==> src/rtl/alert_pkg.sv <==
package alert_pkg;
  localparam int NUM_EVT   = 3;
  localparam int POL_BIT   = 4;
  localparam int CLR_BIT   = 3;
  localparam int MASK_TOP  = 7;
  localparam int ADDR_CFG  = 0;
  localparam int ADDR_MASK = 1;

  typedef struct packed {
    logic int_hi;
    logic ext_hi;
    logic open_ckt;
  } evt_t;
endpackage

==> src/rtl/alert_regfile.sv <==
module alert_regfile
  import alert_pkg::*;
#(
  parameter int DATA_W = 8,
  parameter int ADDR_W = 1
) (
  input  logic               clk,
  input  logic               rst_n,
  input  logic               wr,
  input  logic [ADDR_W-1:0]  addr,
  input  logic [DATA_W-1:0]  wdata,
  output logic [DATA_W-1:0]  rdata,
  output logic               pol,
  output logic [NUM_EVT-1:0] mask,
  output logic               clr_pulse
);
  localparam int MASK_LO = MASK_TOP - NUM_EVT + 1;

  logic cfg_sel, mask_sel;
  logic pol_q;
  logic [NUM_EVT-1:0] mask_q;
  logic unused_wbits;

  assign cfg_sel   = (addr == ADDR_W'(ADDR_CFG));
  assign mask_sel  = (addr == ADDR_W'(ADDR_MASK));
  assign clr_pulse = wr && cfg_sel && wdata[CLR_BIT];
  assign unused_wbits = ^wdata;

  always_ff @(posedge clk or negedge rst_n) begin
    if (!rst_n) begin
      pol_q  <= 1'b0;
      mask_q <= '0;
    end else if (wr) begin
      if (cfg_sel)  pol_q  <= wdata[POL_BIT];
      if (mask_sel) mask_q <= wdata[MASK_TOP:MASK_LO];
    end
  end

  always_comb begin
    rdata = '0;
    if (cfg_sel)       rdata[POL_BIT] = pol_q;
    else if (mask_sel) rdata[MASK_TOP:MASK_LO] = mask_q;
  end

  assign pol  = pol_q;
  assign mask = mask_q;
endmodule

==> src/rtl/alert_evt_gate.sv <==
module alert_evt_gate
  import alert_pkg::*;
#(
  parameter int N = NUM_EVT
) (
  input  logic [N-1:0] evt,
  input  logic [N-1:0] mask,
  output logic         hit
);
  logic [N-1:0] live;

  for (genvar i = 0; i < N; i++) begin : g_evt
    assign live[i] = evt[i] & ~mask[i];
  end

  assign hit = |live;
endmodule

==> src/rtl/alert_latch.sv <==
module alert_latch (
  input  logic clk,
  input  logic rst_n,
  input  logic strobe,
  input  logic hit,
  input  logic clr,
  input  logic pol,
  output logic state,
  output logic pin
);
  logic q;

  always_ff @(posedge clk or negedge rst_n) begin
    if (!rst_n)              q <= 1'b0;
    else if (clr)            q <= 1'b0;
    else if (strobe && hit)  q <= 1'b1;
  end

  assign state = q;
  assign pin   = q ^ ~pol;
endmodule

==> src/rtl/alert_irq_ctrl.sv <==
module alert_irq_ctrl
  import alert_pkg::*;
#(
  parameter int DATA_W = 8,
  parameter int ADDR_W = 1
) (
  input  logic              clk,
  input  logic              rst_n,
  input  logic              reg_wr,
  input  logic [ADDR_W-1:0] reg_addr,
  input  logic [DATA_W-1:0] reg_wdata,
  output logic [DATA_W-1:0] reg_rdata,
  input  logic              evt_int_hi,
  input  logic              evt_ext_hi,
  input  logic              evt_open,
  input  logic              conv_done,
  output logic              alert_o
);
  evt_t               evt;
  logic [NUM_EVT-1:0] mask;
  logic               pol, clr_pulse, hit_any, latch_q;

  assign evt = '{int_hi: evt_int_hi, ext_hi: evt_ext_hi, open_ckt: evt_open};

  alert_regfile #(.DATA_W(DATA_W), .ADDR_W(ADDR_W)) u_regs (
    .clk(clk), .rst_n(rst_n), .wr(reg_wr), .addr(reg_addr), .wdata(reg_wdata),
    .rdata(reg_rdata), .pol(pol), .mask(mask), .clr_pulse(clr_pulse)
  );

  alert_evt_gate #(.N(NUM_EVT)) u_gate (
    .evt(evt), .mask(mask), .hit(hit_any)
  );

  alert_latch u_latch (
    .clk(clk), .rst_n(rst_n), .strobe(conv_done), .hit(hit_any),
    .clr(clr_pulse), .pol(pol), .state(latch_q), .pin(alert_o)
  );
endmodule

==> config.mk <==
export PLATFORM = sky130hd
export DESIGN_NAME = alert_irq_ctrl
export DESIGN_NICKNAME = d
export VERILOG_FILES = /design/src/rtl/alert_pkg.sv /design/src/rtl/alert_regfile.sv /design/src/rtl/alert_evt_gate.sv /design/src/rtl/alert_latch.sv /design/src/rtl/alert_irq_ctrl.sv
export SDC_FILE = /design/constraint.sdc
export NUM_CORES = 1
export LEC_CHECK = 0
export BUFFER_PORTS_ARGS = -buffer_cell sky130_fd_sc_hd__buf_2
export CAP_MARGIN = 20
export CORE_AREA = 2 2 39 41
export DETAILED_ROUTE_END_ITERATION = 12
export DIE_AREA = 0 0 41 43
export GPL_TIMING_DRIVEN = 0
export PLACE_DENSITY = 0.64
export SLEW_MARGIN = 20
export SYNTH_ARGS = -nofsm -noshare
export SYNTH_HDL_FRONTEND = slang
export SYNTH_SLANG_ARGS = --single-unit
==> constraint.sdc <==
create_clock -name clk -period 2 [get_ports clk]
set_input_delay 0.5 -clock clk [delete_from_list [all_inputs] [get_ports clk]]
set_output_delay 0.5 -clock clk [all_outputs]
set_load 0.01 [all_outputs]
==> results of run 1 <==
==> per-layer routing <==
metal  part of all wire  up-vias  track usage
met5                  0        -            0
met4                  0        0       0.0400
met3               0.14        0       0.0471
met2               0.46       15       0.0906
met1               0.40      104       0.0885
li1                   -      130            -
==> critical path, stage by stage, from the launching register on <==
cell and delay, ns:
dfrtp_1 0.42, xnor2_1 0.17, buf_2 0.15
==> stage by stage <==
| step | std cells | setup slack (ns) | hold slack [ns] |
|---|---|---|---|
| after detailed placement | 63 | 0.576 | 0.318 |
| after floorplan | 30 | 0.822 | 0.204 |
| after global placement | 63 | 0.581 | 0.316 |
| after global routing | 67 | 0.480 | 0.0562 |
| final | 67 | 0.536 | 0.0675 |
| after CTS | 67 | 0.510 | 0.0619 |
==> power breakdown <==
| part | leakage (nW) | internal (mW) | switching (mW) |
|---|---|---|---|
| Clock | 0.0150 | 0.0752 | 0.0373 |
| Sequential | 0.0582 | 0.119 | 0.0163 |
| Combinational | 0.171 | 0.0612 | 0.0408 |
==> final timing paths <==
| check | from | end | slack [ns] | cells after the start |
|---|---|---|---|---|
| setup reg to reg | u_regs.mask[2] | u_latch.state | 1.01 | 3 |
| min in group clk | reg_wdata[3] | u_latch.state | 0.44 | 2 |
| setup / recovery | u_latch.state | alert_o | 0.54 | 2 |
| hold / removal | rst_n | u_regs.mask[2] | 0.07 | 1 |
| max in group asynchronous | rst_n | u_regs.pol | 1.81 | 1 |
| hold reg to reg | u_regs.mask[1] | u_regs.mask[1] | 0.53 | 1 |
==> Yosys cell counts <==
library cell / number
a211oi_1: 1
buf_4: 4
nor2b_1: 3
mux2_4: 3
inv_1: 1
nand2_2: 1
and2b_2: 1
xnor2_1: 1
a2111oi_4: 1
mux2_2: 1
nor2_1: 1
dfrtp_1: 5
and2_1: 3
conb_1: 1
==> flip-flops by register name, summed over array words and instances, names as in the netlist <==
register,flops
u_regs.mask,3
u_regs.pol,1
u_latch.state,1
==> kinds of logic (layout without fill, tap and decap cells) <==
family / Yosys count / count (layout) / synth area share
mux: 4 / 4 / 0.176
xor+xnor: 1 / 1 / 0.0275
other cells: 1 / 4 / 0.0118
simple gates: 9 / 9 / 0.176
flops: 5 / 5 / 0.392
compound gates: 2 / 2 / 0.110
buf+inv: 5 / 26 / 0.106
==> area by class of cell <==
class	count	area, µm²	share of cell area
sequential	5	125	0.271
multi-input combinational	20	171	0.371
clock buffer	4	26.3	0.0569
buffer	4	30.0	0.0650
timing repair buffer	17	85.1	0.184
tap	16	20.0	0.0434
inverter	1	3.75	0.00813
==> run metrics, run 1 <==
status=complete, no violations; Synth top area share=0.392; hold buffer count at CTS=0; antenna violations before repair=0; classification of the worst setup path=reg2out; via count=249; max_cap viols=0; CP max FO=3; clk buf depth=2; Die ar.=1760 µm²; IO buf count=17; final WL=574 µm; CORE AREA=1380 µm²; fin area=462 µm²; Final Core Density=0.334; Pleak=0.244 nW; CTS Buf Count=3; crit path DAT=0.96 ns; number of max-slew violations in the final report=0; number of vias per cell=3.72; sequential share of the synthesized area=0.392; Hold Violations, Final=0; drc violations=0; max frequency=683 MHz; Final TNS setup=0 ns; commonest non-fill, non-tap cell in the layout=buf_2; share of cells above drive strength 1=0.608; router iterations before antenna repair=2; Die Ht=43 µm; Required @ worst endpoint=1.50 ns; CTS tree=done; GR Util All Layers=0.0717; worst vdd rail ir drop=0.274 mV; RSZ-0062 raised after global routing=no; Setup crit end kind=output port; Ports=25; Antenna Violating Nets Remaining=0; Seq cells post-synth=5; Warnings, synthesis=0; FILL cells=154; wire length per cell=8.57 µm; Clock Latency Late Sink=0.23 ns; Final nets=68; total congestion overflow=0; Placer Congestion=0.694; mapped cell area=319 µm²; PwrDens=757 nW/µm²; Unique masters post-synth=14; placed cell area=435 µm²; area grow syn2layout=44.7%; num rows=14; post-synthesis cell count=27; synthesized area per cell=11.8 µm²; area leader, netlist=dfrtp_1; fin crit share=0.732; crit start category=register; cts repair resizes=0; # Post-CTS Setup Buffers=0; vias in the first global route=211; CTS sink count=5; top cells by area, synth=dfrtp_1 (39%), mux2_4 (14%), buf_4 (9.4%), a2111oi_4 (8.6%), and2_1 (5.9%); commonest non-fill, non-tap cells in the layout=buf_2 (17), dfrtp_1 (5), buf_4 (4), conb_1 (4); antenna cells=0; final setup fails=0; final critical-path required period=1.46 ns; Worst Hold Class=in2async; 1st-iter DRT viols=5; hpwl dp=534 µm; Worst Skew=0.0000581 ns; largest net degree at the start of global routing=7; DIE WIDTH=41 µm; number of H-tree levels=1; Clock Pin Slew Worst Setup and Hold Paths=0.04 ns; global-route wire length before repair=807 µm; Initial Utilization=0.231; Clock Tree Root=clkbuf_4; total power=0.349 mW
Note: power is estimated with default switching activity, not from simulation.
==> run 2: changes to the inputs <==
- clock period: 2 -> 1.4 ns (I/O delays scaled with it)
==> run 2 against run 1 <==
  * Core utilization grew 0.72 points
  * Clock power grew 44%
  * Worst hold slack better by 0.22 ns
  * Non-clock buffer count rose by 1
  * Combinational power is 45% higher
  * Via count rose by 1.6%
  * Die area unchanged
  * Routed wire length increased by 1.6%
  * Cell area rose by 2.2%
  * First-iteration DRC count is the same
  * Critical path depth stayed put
  * Critical endpoint unchanged
  * Largest cell class unchanged
==> run metrics, run 2 (synthesized netlist as in run 1, its figures left out) <==
global-route met1 utilization=0.0885; max frequency=761 MHz; Final Core Density=0.341; share of cells above drive strength 1=0.596; number of max-slew violations in the final report=0; Final TNS setup=0 ns; CTS sink count=5; Ports=25; GR Util All Layers=0.0717; largest net degree at the start of global routing=7; sequential share of power=0.385; Placer Congestion=0.694; antenna violations before repair=0; Initial Utilization=0.231; gr busiest metal=met2; total congestion overflow=0; classification of the worst setup path=reg2out; hold buffer count at CTS=1; global-route wire length before repair=807 µm; Cells after DPL=63; Clock Latency Late Sink=0.23 ns; Worst Skew=0.0000581 ns; Setup crit end kind=output port; GRT met2 Usage=0.0906; clock network fraction of design power=0.320; commonest non-fill, non-tap cell in the layout=buf_2; clk buf depth=2; global-route track usage on met3=0.0471; area grow syn2layout=47.8%; Antenna Violating Nets Remaining=0; Final Non-Filler Cells=68; Final nets=69; num rows=14; CTS tree=done; FILL cells=153; cts repair resizes=0; worst vdd rail ir drop=0.391 mV; Die Ht=43 µm; number of H-tree levels=1; Power Internal=0.366 mW; # Post-CTS Setup Buffers=0; max FFs per register=3; Min Hold Slack=0.289 ns; max_cap viols=0; P_sw=0.135 mW; multi-input logic area=171 µm²; crit start category=register; router iterations before antenna repair=2; CORE AREA=1380 µm²; vias in the first global route=211; worst setup margin=0.0863 ns; final setup fails=0; FF/Latch Area=125 µm²; RSZ-0062 raised after global routing=no; Die ar.=1760 µm²; PwrDens=1060 nW/µm²; Worst Hold Class=in2reg; fin area=472 µm²; IO buf count=17; CP max FO=3; Required @ worst endpoint=1.05 ns; antenna cells=0; Clock Tree Root=clkbuf_4; 1st-iter DRT viols=5; final critical-path required period=1.31 ns; via count=253; pre-CTS setup slack=0.267 ns; status=complete, no violations; switch share=0.269; Clock Pin Slew Worst Setup and Hold Paths=0.04 ns; Pleak=0.248 nW; placed cell area=435 µm²; final WL=583 µm; CTS Buf Count=3; drc violations=0; total power=0.501 mW; combinational share of power=0.295; hpwl dp=534 µm; crit path DAT=0.96 ns; fin crit share=0.938; Hold Violations, Final=0; commonest non-fill, non-tap cells in the layout=buf_2 (17), dfrtp_1 (5), buf_4 (4), conb_1 (4); DIE WIDTH=41 µm; wire length per cell=8.57 µm; number of vias per cell=3.72
## run 2: changes by cell type in the layout (fill, tap and decap cells not counted), sizes merged
cell,before,now
dlygate4sd3,0,1
## run 2: area by class of cell
class                   count  area share
well taps                  16      0.0424
repair buffers             18       0.202
multi-input cells          20       0.363
plain buffers               4      0.0637
flip-flops and latches      5       0.265
clock buffers               4      0.0557
inverters                   1     0.00796
## run 2: worst paths after layout
kind / from / to / slack (ns) / cells after the start
worst max register to register: u_regs.mask[2] / u_latch.state / 0.41 / 3
max in group asynchronous: rst_n / u_regs.pol / 0.82 / 2
min in group asynchronous: rst_n / u_regs.mask[2] / 0.46 / 2
worst min-delay path: reg_wdata[3] / u_latch.state / 0.29 / 2
worst max-delay path: u_latch.state / alert_o / 0.09 / 2
worst min register to register: u_regs.mask[1] / u_regs.mask[1] / 0.53 / 1
## run 2: worst max-delay path, cell delays in order, from the launching register on
cell and delay [ns]:
dfrtp_1 0.42, xnor2_1 0.17, buf_2 0.15
## run 2: power by group through the flow
stage	registers [mW]	logic, mW	clock network [mW]
2_1_floorplan	0.189	0.100	0
6_report	0.193	0.148	0.161
5_1_grt	0.196	0.163	0.182
3_3_place_gp	0.194	0.145	0
3_5_place_dp	0.195	0.148	0
4_1_cts	0.193	0.151	0.169
## run 2: routing by layer
layer	vias to the layer above	part of all wire
met5	-	0
met4	0	0
met3	0	0.14
met2	15	0.46
met1	106	0.40
li1	132	-
